==> config.mk <==
export PLATFORM = sky130hd
export DESIGN_NAME = deser_slip
export DESIGN_NICKNAME = d
export VERILOG_FILES = /design/src/rtl/deser_pkg.sv /design/src/rtl/align_filter.sv /design/src/rtl/frame_counter.sv /design/src/rtl/word_assembler.sv /design/src/rtl/deser_slip.sv
export SDC_FILE = /design/constraint.sdc
export NUM_CORES = 1
export LEC_CHECK = 0
export BUFFER_PORTS_ARGS = -buffer_cell sky130_fd_sc_hd__buf_2
export CORE_MARGIN = 1
export CORE_UTILIZATION = 57
export DETAILED_ROUTE_END_ITERATION = 6
export PLACE_DENSITY = 0.8
export SETUP_SLACK_MARGIN = 0.4
export SYNTH_ARGS = -nofsm -noshare
export SYNTH_HDL_FRONTEND = slang
export SYNTH_SLANG_ARGS = --single-unit
==> constraint.sdc <==
create_clock -name ser_clk -period 3.2 [get_ports ser_clk]
set_input_delay 0.48 -clock ser_clk [delete_from_list [all_inputs] [get_ports ser_clk]]
set_output_delay 0.48 -clock ser_clk [all_outputs]
set_load 0.01 [all_outputs]
==> src/rtl/deser_pkg.sv <==
package deser_pkg;
    localparam int unsigned WORD_W_DEF   = 16;
    localparam int unsigned SYNC_MIN_DEF = 4;

    typedef enum logic {
        CLK_LOW  = 1'b0,
        CLK_HIGH = 1'b1
    } half_e;
endpackage

==> src/rtl/align_filter.sv <==
module align_filter
    import deser_pkg::*;
#(
    parameter int unsigned SYNC_MIN = SYNC_MIN_DEF
) (
    input  logic clk,
    input  logic rst,
    input  logic req_i,
    output logic slip_o
);
    localparam int unsigned RUN_W = $clog2(SYNC_MIN + 1);
    localparam logic [RUN_W-1:0] RUN_FULL = RUN_W'(SYNC_MIN);
    localparam logic [RUN_W-1:0] RUN_ARM  = RUN_W'(SYNC_MIN - 1);

    typedef struct packed {
        logic             samp;
        logic [RUN_W-1:0] run;
        logic             fire;
    } flt_t;

    flt_t st_d, st_q;

    // Count consecutive high samples, saturate at the threshold, fire once.
    always_comb begin
        st_d      = st_q;
        st_d.samp = req_i;
        st_d.fire = 1'b0;
        if (!st_q.samp) begin
            st_d.run = '0;
        end else if (st_q.run != RUN_FULL) begin
            st_d.run  = st_q.run + RUN_W'(1);
            st_d.fire = (st_q.run == RUN_ARM);
        end
    end

    always_ff @(posedge clk) begin
        if (rst) st_q <= '0;
        else     st_q <= st_d;
    end

    assign slip_o = st_q.fire;

    // one slip pulse lasts a single cycle
    p_single_slip_r7: assert property (@(posedge clk) disable iff (rst)
        st_q.fire |=> !st_q.fire);

    // a slip only follows a full run of high samples
    p_slip_after_run_r6: assert property (@(posedge clk) disable iff (rst)
        st_q.fire |-> (st_q.run == RUN_FULL));

    // a slip needs a live high sample in the cycle before
    p_slip_needs_high_r7: assert property (@(posedge clk) disable iff (rst)
        $rose(st_q.fire) |-> $past(st_q.samp));
endmodule

==> src/rtl/frame_counter.sv <==
module frame_counter
    import deser_pkg::*;
#(
    parameter int unsigned WORD_W = WORD_W_DEF
) (
    input  logic clk,
    input  logic rst,
    input  logic slip_i,
    output logic load_o,
    output logic word_clk_o
);
    localparam int unsigned CNT_W = $clog2(WORD_W);
    localparam logic [CNT_W-1:0] CNT_LAST = CNT_W'(WORD_W - 1);
    localparam logic [CNT_W-1:0] CNT_HALF = CNT_W'(WORD_W / 2);

    typedef struct packed {
        logic [CNT_W-1:0] cnt;
        half_e            phase;
    } cnt_t;

    cnt_t st_d, st_q;

    always_comb begin
        st_d = st_q;
        if (!slip_i) begin
            if (st_q.cnt == CNT_LAST) st_d.cnt = '0;
            else                      st_d.cnt = st_q.cnt + CNT_W'(1);
        end
        st_d.phase = (st_d.cnt >= CNT_HALF) ? CLK_HIGH : CLK_LOW;
    end

    always_ff @(posedge clk) begin
        if (rst) st_q <= '{cnt: '0, phase: CLK_LOW};
        else     st_q <= st_d;
    end

    assign load_o     = (st_q.cnt == CNT_LAST) && !slip_i;
    assign word_clk_o = (st_q.phase == CLK_HIGH);

    // a slip freezes the divider for one cycle
    p_hold_on_slip_r5: assert property (@(posedge clk) disable iff (rst)
        slip_i |=> $stable(st_q.cnt));

    // a word load coincides with the falling word clock
    p_load_at_fall_r3: assert property (@(posedge clk) disable iff (rst)
        load_o |=> (st_q.phase == CLK_LOW) && ($past(st_q.phase) == CLK_HIGH));
endmodule

==> src/rtl/word_assembler.sv <==
module word_assembler
    import deser_pkg::*;
#(
    parameter int unsigned WORD_W = WORD_W_DEF
) (
    input  logic              clk,
    input  logic              rst,
    input  logic              bit_i,
    input  logic              load_i,
    output logic [WORD_W-1:0] word_o
);
    typedef struct packed {
        logic [WORD_W-1:0] shreg;
        logic [WORD_W-1:0] word;
    } asm_t;

    asm_t              st_d, st_q;
    logic [WORD_W-1:0] shift_nx;

    // Newest bit enters at the top, so the oldest ends at bit 0.
    for (genvar i = 0; i < WORD_W; i++) begin : g_shift
        if (i == WORD_W - 1) begin : g_top
            assign shift_nx[i] = bit_i;
        end else begin : g_mid
            assign shift_nx[i] = st_q.shreg[i+1];
        end
    end

    always_comb begin
        st_d       = st_q;
        st_d.shreg = shift_nx;
        if (load_i) st_d.word = shift_nx;
    end

    always_ff @(posedge clk) begin
        if (rst) st_q <= '0;
        else     st_q <= st_d;
    end

    assign word_o = st_q.word;

    // the output word holds between loads
    p_word_hold_r3: assert property (@(posedge clk) disable iff (rst)
        !load_i |=> $stable(st_q.word));
endmodule

==> src/rtl/deser_slip.sv <==
module deser_slip
    import deser_pkg::*;
#(
    parameter int unsigned WORD_W   = WORD_W_DEF,
    parameter int unsigned SYNC_MIN = SYNC_MIN_DEF
) (
    input  logic              ser_clk,
    input  logic              rst,
    input  logic              ser_bit,
    input  logic              align_req,
    output logic [WORD_W-1:0] par_word,
    output logic              word_clk
);
    logic slip;
    logic load;

    align_filter #(.SYNC_MIN(SYNC_MIN)) u_filter (
        .clk    (ser_clk),
        .rst    (rst),
        .req_i  (align_req),
        .slip_o (slip)
    );

    frame_counter #(.WORD_W(WORD_W)) u_count (
        .clk        (ser_clk),
        .rst        (rst),
        .slip_i     (slip),
        .load_o     (load),
        .word_clk_o (word_clk)
    );

    word_assembler #(.WORD_W(WORD_W)) u_asm (
        .clk    (ser_clk),
        .rst    (rst),
        .bit_i  (ser_bit),
        .load_i (load),
        .word_o (par_word)
    );

    // outputs are cleared on the first cycle out of reset
    p_reset_clear_r4: assert property (@(posedge ser_clk) disable iff (rst)
        $past(rst) |-> (!word_clk && (par_word == '0)));

    // the word changes only together with a falling word clock
    p_word_on_fall_r3: assert property (@(posedge ser_clk) disable iff (rst)
        !$stable(par_word) |-> $fell(word_clk));
endmodule

== Yosys cells after proc, flatten, opt, wreduce, memory -nomap -nowiden ==
Cells that the tools add are included.

* Flip-flop bits (word level): 42
* Output and inout port bits: 17

* Add/sub/neg operators: 2
* Order comparisons: 1
* Eq/ne operators: 3
* Mux-type cells: 3
* Bitwise operators: 2
* Reductions and logical operators: 4

{| class="wikitable"
|+ Operators by type and width
! kind !! number
|-
| $mux 4 || 2
|-
| $add 4x1->4 const B || 1
|-
| $eq 4x4->1 const B || 1
|-
| $ge 4x4->1 const B || 1
|-
| $add 3x1->3 const B || 1
|-
| $eq 3x2->1 const B || 1
|-
| $ne 3x3->1 const B || 1
|-
| $reduce_or 3->1 || 1
|-
| $not 1->1 || 2
|-
| $reduce_or 2->1 || 1
|-
| $logic_and 1x1->1 || 1
|-
| $logic_not 1->1 || 1
|-
| $mux 1 || 1
|}

== Longest topological paths before layout ==
Gate-level depths: netlist (run 1).

* Word-level depth: 5
* Depth in mapped cells: 6
* Mapped depth without buffers: 5

== Modules after synthesis ==
A second synthesis (run 1) with hierarchy kept.

* Cells, all modules: 126
* Area total of the unflattened synthesis: 1395.1 um2

{| class="wikitable"
|+ Modules (own cells, without submodules)
! module !! instances !! cells an instance !! area each (um2)
|-
| word_assembler || 1 || 83 || 979.7
|-
| align_filter || 1 || 22 || 224.0
|-
| frame_counter || 1 || 21 || 191.4
|}

== Least setup slack after synthesis (run 1) ==
Ideal clock, no wire load.

* Kind: reg-to-reg
* Start: register (tool-made name)
* End: register u_asm.st_q (netlist bit u_asm.word_o[12])
* Library setup time: 0.134 ns
* Arrival: 1.127 ns
* Setup slack: 1.939 ns
* Stages on the path, launching flop included: 7
* Buffers on the path: 2
* Clock period less this slack: 1.261 ns
* Cell sequence: dfxtp_1 -> ha_1 -> and4b_1 -> buf_4 -> buf_6 -> nand2_1 -> a21oi_1

{| class="wikitable"
|+ RTL lines
! element !! line !! source
|-
| end signal: assignment || word_assembler.sv:37 || <nowiki>else st_q <= st_d;</nowiki>
|-
| end: declaration || word_assembler.sv:17 || <nowiki>asm_t st_d, st_q;</nowiki>
|}

==> reports/results.tsv, run 1 <==
stage	metric	value	unit
critical_path	crit_path_cell_trace	ha_1 > and4b_1 > nand2_1 > a21oi_1	
synthesis	ys_ff_latch	40	
synthesis	ys_seq_area_share	58.8	%
detailed_routing	wl_per_cell	11.2	um
sta	period_needed	1.62	ns
finish	antenna_cells	0	
detailed_routing	via_per_inst	4.91	
cts	cts_buffer_depth	2	
finish	nNetsFinal	170	
placement	globalplace.congestion	0.702	
synthesis	avgSynthCellArea	9.60	um^2
placement	placed_cell_area	0.00146	mm^2
die	die_h	50.9	um
sta	final-setup-viol-count	0	
global_routing	gr-total-overflow	0	
sta	timing.setup.tns	0	ns
critical_path	arrival	1.91	ns
cts	clk_pin_slew	0.12	ns
placement	hpwl	1450	um
job	maxCapViolCount	0	
synthesis	yosysWarnings	0	
die	die_x	50.9	um
global_routing	grt_antenna_before_repair	0	
synthesis	synth_area	0.00136	mm^2
detailed_routing	drc	0	
die	io_pins	21	
sta	rsz0062_at_grt	no	
critical_path	required	3.49	ns
sta	hold_viol_final	0	
finish	final_layout_size_suffix_gt1_share	18.4	%
hold_path	hold_class	in -> reg	
critical_path	crit_slowest_cell	and4b_1	
critical_path	cp_max_fo	17	
critical_path	start_kind	register	
die	rows	17	
die	start_util	61.0	%
detailed_routing	drt_iter0_drc	8	
global_routing	grt_use_total	19.4	%
cts	worstSkewPairLatency	0.35	ns
synthesis	syn_inst	142	
critical_path	cp_top_family	simple AND/OR/NAND/NOR gates	
global_routing	grt_start_max_net_pins	39	
critical_path	path_class	reg -> reg	
power	peakVddDrop	0.523	mV
cts	post-cts-setup-buffers	0	
detailed_routing	wl	2150	um
cts	cts_tree	done	
power	pwr_density_cell	558	mW/mm^2
critical_path	critPathMaxStageDelay	0.60	ns
sta	min_period_over_period	50.7	%
cts	clock-root-buffer	clkbuf_4	
global_routing	grt_pass1_wl	3600	um
critical_path	crit_buf_inv	0	
placement	dp.cells	183	
finish	fin_cells	191	
die	coreArea	0.00223	mm^2
detailed_routing	dr.pass1.iters	4	
critical_path	end_kind	register	
finish	area.growth.synth_to_final	12.8	%
sta	fmax	0.617	GHz
status	status	complete, no violations	
placement	portBuffers	20	
cts	holdBufCountCts	0	
global_routing	grt_pass1_vias	870	
finish	stdcell_area	0.00154	mm^2
hold_path	min_from	align_req	
synthesis	synth_nets	150	
synthesis	post_synth_num_cell_types	20	
sta	tightest_slew	0.619	ns
sta	skew	0.0129	ns
detailed_routing	via_count	937	
sta	maxSlewHeadroom	58.8	%
cts	h-tree-depth	2	
cts	cts.sinks	40	
cts	cts.repair.resized	0	
power	p_leak	0.641	nW
cts	cts_buffers	5	
die	fp.dieArea	0.00259	mm^2
detailed_routing	postRouteAntennaNets	0	
sta	slew_violations	0	
==> where the power goes <==
group | internal, W | total [W] | switching, W
clock network | 0.000163 | 0.000325 | 0.000163
logic | 0.00000933 | 0.0000224 | 0.0000131
registers | 0.000504 | 0.000510 | 0.00000549
total | 0.000677 | 0.000858 | 0.000181
==> state kept, by name, indices dropped and copies added, names as in the netlist, named ones only <==
register / count
u_asm.shift_nx: 15
u_asm.word_o: 16
u_filter.slip_o: 1
u_filter.st_q: 4
==> path summary, 6_finish.rpt <==
path,end,slack (ns),depth (start not counted)
hold / removal,u_filter.st_q[4]$_SDFF_PP0_,0.34,2
hold reg to reg,u_asm.word_o[3]$_SDFFE_PP0P_,0.45,2
setup reg to reg,u_asm.word_o[4]$_SDFFE_PP0P_,1.58,4
setup / recovery,u_asm.word_o[4]$_SDFFE_PP0P_,1.58,4
==> cell usage after synthesis <==
cell | instances | area [um^2]
inv_1 | 3 | 11.3
nor2b_1 | 17 | 106
buf_4 | 2 | 15.0
buf_6 | 1 | 11.3
ha_1 | 4 | 50.1
nand3_1 | 1 | 5.00
nor2_1 | 3 | 11.3
xor2_1 | 1 | 8.76
a21oi_1 | 20 | 100
nor3_2 | 1 | 10.0
nand2_1 | 35 | 131
clkbuf_1 | 4 | 15.0
nand2b_1 | 2 | 12.5
and4b_1 | 2 | 20.0
dfxtp_1 | 40 | 801
nand4b_2 | 1 | 15.0
mux2i_1 | 1 | 10.0
xnor2_1 | 2 | 17.5
or3_1 | 1 | 6.26
o21ai_0 | 1 | 5.00
==> metal layers <==
metal	vias to the layer above	GRT usage [%]	wire length (um)
met5	-	0	0
met3	3	7.14	80
met4	0	8.33	31
met2	17	31.8	1030
li1	493	-	-
met1	424	22.9	1000
==> layout by cell type, fill, tap and decap left out, types with 3 or more instances in the layout <==
cell      synthesis  final
a21oi_1          20     20
buf_2             0     20
clkbuf_4          0      5
dfxtp_1          40     40
ha_1              4      4
inv_1             3      3
nand2_1          35     35
nor2_1            3      3
nor2b_1          17     17
==> logic make-up (layout without fill, tap and decap cells) <==
logic type                 after synthesis  after routing  share of synthesized area [%]
and+or+nand+nor                         63             63                           23.3
DFF                                     40             40                           58.8
AOI/OAI and AO/OA                       21             21                           7.71
buffers and inverters                   10             31                           3.86
adders and majority gates                4              4                           3.67
xor gates and xnor gates                 3              3                           1.93
muxes                                    1              1                          0.735
==> metrics by stage <==
| stage | total power, W | utilization (%) | setup WS, ns | hold WS [ns] |
|---|---|---|---|---|
| after floorplan | 0.000538 | - | 1.94 | 0.417 |
| after global placement | 0.000542 | 65.2 | 1.68 | 0.420 |
| after detailed placement | 0.000544 | 65.2 | 1.59 | 0.441 |
| after CTS | 0.000863 | 68.8 | 1.57 | 0.331 |
| after global routing | 0.000886 | 68.8 | 1.41 | 0.342 |
| final | 0.000858 | 68.8 | 1.58 | 0.340 |
==> cell type report <==
| cell class | instances | area (um^2) |
|---|---|---|
| flip-flops and latches | 40 | 801 |
| fillers | 185 | 697 |
| multi-input cells | 92 | 509 |
| repair buffers | 20 | 100 |
| clock inverters | 3 | 42.5 |
| clock buffers | 5 | 37.5 |
| well taps | 28 | 35.0 |
| inverters | 3 | 11.3 |
Power figures use the tool's default switching activity.
==> run 2, diff against run 1 <==
--- a/config.mk
+++ b/config.mk
@@ -5,11 +5,12 @@
 export SDC_FILE = /design/constraint.sdc
 export NUM_CORES = 1
 export LEC_CHECK = 0
+export ABC_AREA = 1
 export BUFFER_PORTS_ARGS = -buffer_cell sky130_fd_sc_hd__buf_2
 export CORE_MARGIN = 1
-export CORE_UTILIZATION = 57
+export CORE_UTILIZATION = 49
 export DETAILED_ROUTE_END_ITERATION = 6
-export PLACE_DENSITY = 0.8
+export PLACE_DENSITY = 0.73
 export SETUP_SLACK_MARGIN = 0.4
 export SYNTH_ARGS = -nofsm -noshare
 export SYNTH_HDL_FRONTEND = slang
==> constraint.sdc (replaced) <==
create_clock -name ser_clk -period 1.45 [get_ports ser_clk]
set_input_delay 0.2175 -clock ser_clk [delete_from_list [all_inputs] [get_ports ser_clk]]
set_output_delay 0.2175 -clock ser_clk [all_outputs]
set_load 0.01 [all_outputs]
==> reports/results.tsv, run 2 <==
stage	metric	value	unit	change
finish	fill_cells	181		was 185
critical_path	cp_max_fo	8		was 17
synthesis	post_synth_num_cell_types	18		was 20
die	io_pins	21		unchanged
finish	area.growth.synth_to_final	47.0	%	was 12.8%
finish	final_util	76.3	%	was 68.8%
critical_path	path_class	reg -> reg		unchanged
status	status	complete, no violations		unchanged
synthesis	ys_ff_latch	40		unchanged
finish	multi_input_area	653	um^2	was 509 um^2
sta	fin_ws	0.324	ns	was 1.58 ns
synthesis	ys_seq_area_share	55.9	%	was 58.8%
critical_path	arrival	1.41	ns	was 1.91 ns
die	coreArea	0.00276	mm^2	was 0.00223 mm^2
cts	cts_buffer_depth	2		unchanged
cts	h-tree-depth	2		unchanged
placement	placed_cell_area	0.00155	mm^2	was 0.00146 mm^2
synthesis	synth_edf_count	0		unchanged
synthesis	async_flop_share	0	%	unchanged
global_routing	grt_use_total	18.9	%	was 19.4%
global_routing	grt_pass1_vias	1019		was 870
synthesis	synth_area	0.00143	mm^2	was 0.00136 mm^2
sta	min_period_over_period	77.7	%	was 50.7%
sta	timing.setup.tns	0	ns	unchanged
placement	globalplace.congestion	0.709		was 0.702
cts	cts_buffers	5		unchanged
cts	clk_pin_slew	0.12	ns	about the same
detailed_routing	wl_per_cell	12.9	um	was 11.2 um
finish	stdcell_area	0.00210	mm^2	was 0.00154 mm^2
critical_path	end_kind	register		unchanged
synthesis	synthTopCellsByCount	40 x dfxtp_1, 30 x nand2_1, 24 x inv_1, 16 x nor2_1, 11 x nor2_2		was 40 x dfxtp_1, 35 x nand2_1, 20 x a21oi_1, 17 x nor2b_1
hold_path	hold_class	in -> reg		unchanged
sta	rsz0062_at_grt	yes		was no
finish	final_common_cell	nand2_1		was dfxtp_1
sta	period_needed	1.13	ns	was 1.62 ns
synthesis	synth_top_cell_by_area	dfxtp_1		unchanged
critical_path	required	1.73	ns	was 3.49 ns
detailed_routing	postRouteAntennaNets	0		unchanged
synthesis	synth_area_leaders	dfxtp_1 56%, nand2_1 7.9%, inv_1 6.3%		was dfxtp_1 59%, nand2_1 9.6%, nor2b_1 7.8%
sta	tightest_slew	0.555	ns	was 0.619 ns
detailed_routing	drc	0		unchanged
die	start_util	51.9	%	was 61.0%
synthesis	syn_inst	156		was 142
finish	layout_common_cells	26 x nand2_1, 21 x inv_1, 20 x dfxtp_2		was 40 x dfxtp_1, 35 x nand2_1, 20 x a21oi_1, 20 x buf_2, 17 x nor2b_1
synthesis	synth_nets	164		was 150
synthesis	synth_ff_type	dfxtp_1		unchanged
critical_path	start_kind	register		unchanged
cts	cts.sinks	40		unchanged
synthesis	yosysWarnings	0		unchanged
power	power.total	0.00199	W	was 0.000858 W
sta	final-setup-viol-count	0		unchanged
power	peakVddDrop	1.08	mV	was 0.523 mV
finish	final_layout_size_suffix_gt1_share	60.4	%	was 18.4%
detailed_routing	via_count	1096		was 937
die	rows	19		was 17
detailed_routing	via_per_inst	4.70		was 4.91
cts	clock-root-buffer	clkbuf_4		unchanged
cts	worstSkewPairLatency	0.35	ns	about the same
detailed_routing	drt_iter0_drc	31		was 8
sta	hold_viol_final	0		unchanged
job	maxCapViolCount	0		unchanged
global_routing	grt_start_max_net_pins	17		was 39
finish	regArea	830	um^2	was 801 um^2
finish	largest_register_ffs	16		unchanged
sta	slew_violations	0		unchanged
sta	maxSlewHeadroom	63.0	%	was 58.8%
synthesis	yosysMostFrequentCell	dfxtp_1		unchanged
die	fp.dieArea	0.00314	mm^2	was 0.00259 mm^2
placement	hpwl	1560	um	was 1450 um
sta	skew	0.0112	ns	was 0.0129 ns
synthesis	avgSynthCellArea	9.18	um^2	was 9.60 um^2
placement	portBuffers	20		unchanged
power	pwr_density_cell	944	mW/mm^2	was 558 mW/mm^2
detailed_routing	wl	3000	um	was 2150 um
global_routing	grt_antenna_before_repair	0		unchanged
cts	cts_tree	done		unchanged
finish	nNetsFinal	209		was 170
finish	antenna_cells	0		unchanged
synthesis	synth_top_area_share	55.9	%	was 58.8%
power	p_leak	1.01	nW	was 0.641 nW
detailed_routing	dr.pass1.iters	4		unchanged
sta	fmax	0.888	GHz	was 0.617 GHz
die	die_h	56.0	um	was 50.9 um
global_routing	grt_pass1_wl	4370	um	was 3600 um
global_routing	gr-total-overflow	0		unchanged
placement	place_ws	0.265	ns	was 1.59 ns
die	die_x	56.0	um	was 50.9 um
run 2: stage by stage:
| step | hold WS, ns | instances |
|---|---|---|
| 3_3_place_gp | 0.390 | 204 |
| 3_5_place_dp | 0.390 | 204 |
| 2_1_floorplan | 0.289 | 156 |
| 6_report | 0.0667 | 233 |
| 5_1_grt | 0.0388 | 233 |
| 4_1_cts | 0.0434 | 228 |
run 2: path summary, 6_finish.rpt:
| kind | start | end | slack, ns | depth (start not counted) |
|---|---|---|---|---|
| max | register | u_asm.word_o[1]$_SDFFE_PP0P_ | 0.32 | 6 |
| min | align_req | u_filter.st_q[4]$_SDFF_PP0_ | 0.07 | 3 |
| max reg2reg | register | u_asm.word_o[1]$_SDFFE_PP0P_ | 0.32 | 6 |
| min reg2reg | u_asm.shift_nx[7]$_SDFF_PP0_ | u_asm.shift_nx[6]$_SDFF_PP0_ | 0.47 | 2 |
run 2: cell type report:
class	instances	share of cell area, %
Sequential cell	40	39.4
Multi-Input combinational cell	89	31.0
Timing Repair Buffer	40	19.0
Inverter	25	4.46
Clock buffer	6	2.44
Clock inverter	2	1.84
Tap cell	31	1.84
run 2: where the power goes:
| group | leakage (nW) | switching (W) | internal, W |
|---|---|---|---|
| Sequential | 0.334 | 0.0000113 | 0.00111 |
| Clock | 0.0484 | 0.000355 | 0.000413 |
| Combinational | 0.632 | 0.0000577 | 0.0000363 |
| Total | 1.01 | 0.000424 | 0.00156 |
run 2: cells by family after synthesis:
family | after synthesis | synth area share, %
AOI/OAI and AO/OA | 20 | 9.53
xor gates and xnor gates | 1 | 0.612
adders and majority gates | 4 | 3.50
buffers and inverters | 29 | 10.1
DFF | 40 | 55.9
and+or+nand+nor | 62 | 20.4
run 2: layer usage:
layer  routed length [um]  vias up  track usage [%]  part of all wire, %
met3                  110        6             7.91                  3.7
met2                 1650       20             33.7                   55
met4                   48        0             7.67                  1.6
li1                     -      560                -                    -
met5                    0        -                0                    0
met1                 1190      510             19.5                   40
run 2: what timing repair did:
item / CTS / global route
hold buffers: 1 / 0
endpoints found under the hold margin: 1 / 0
gates resized for setup: 26 / 47
endpoints found under the setup margin: 37 / 39
pin swaps: 8 / 8
gates cloned: 3 / 0
buffers inserted: 12 / 5
run 2: critical path, cell delays in order (launching register included):
cell and delay [ns]:
dfxtp_4 0.37, ha_4 0.17, inv_2 0.06, nor2_4 0.04, nand2_4 0.15, nand2_8 0.11, a21oi_2 0.16
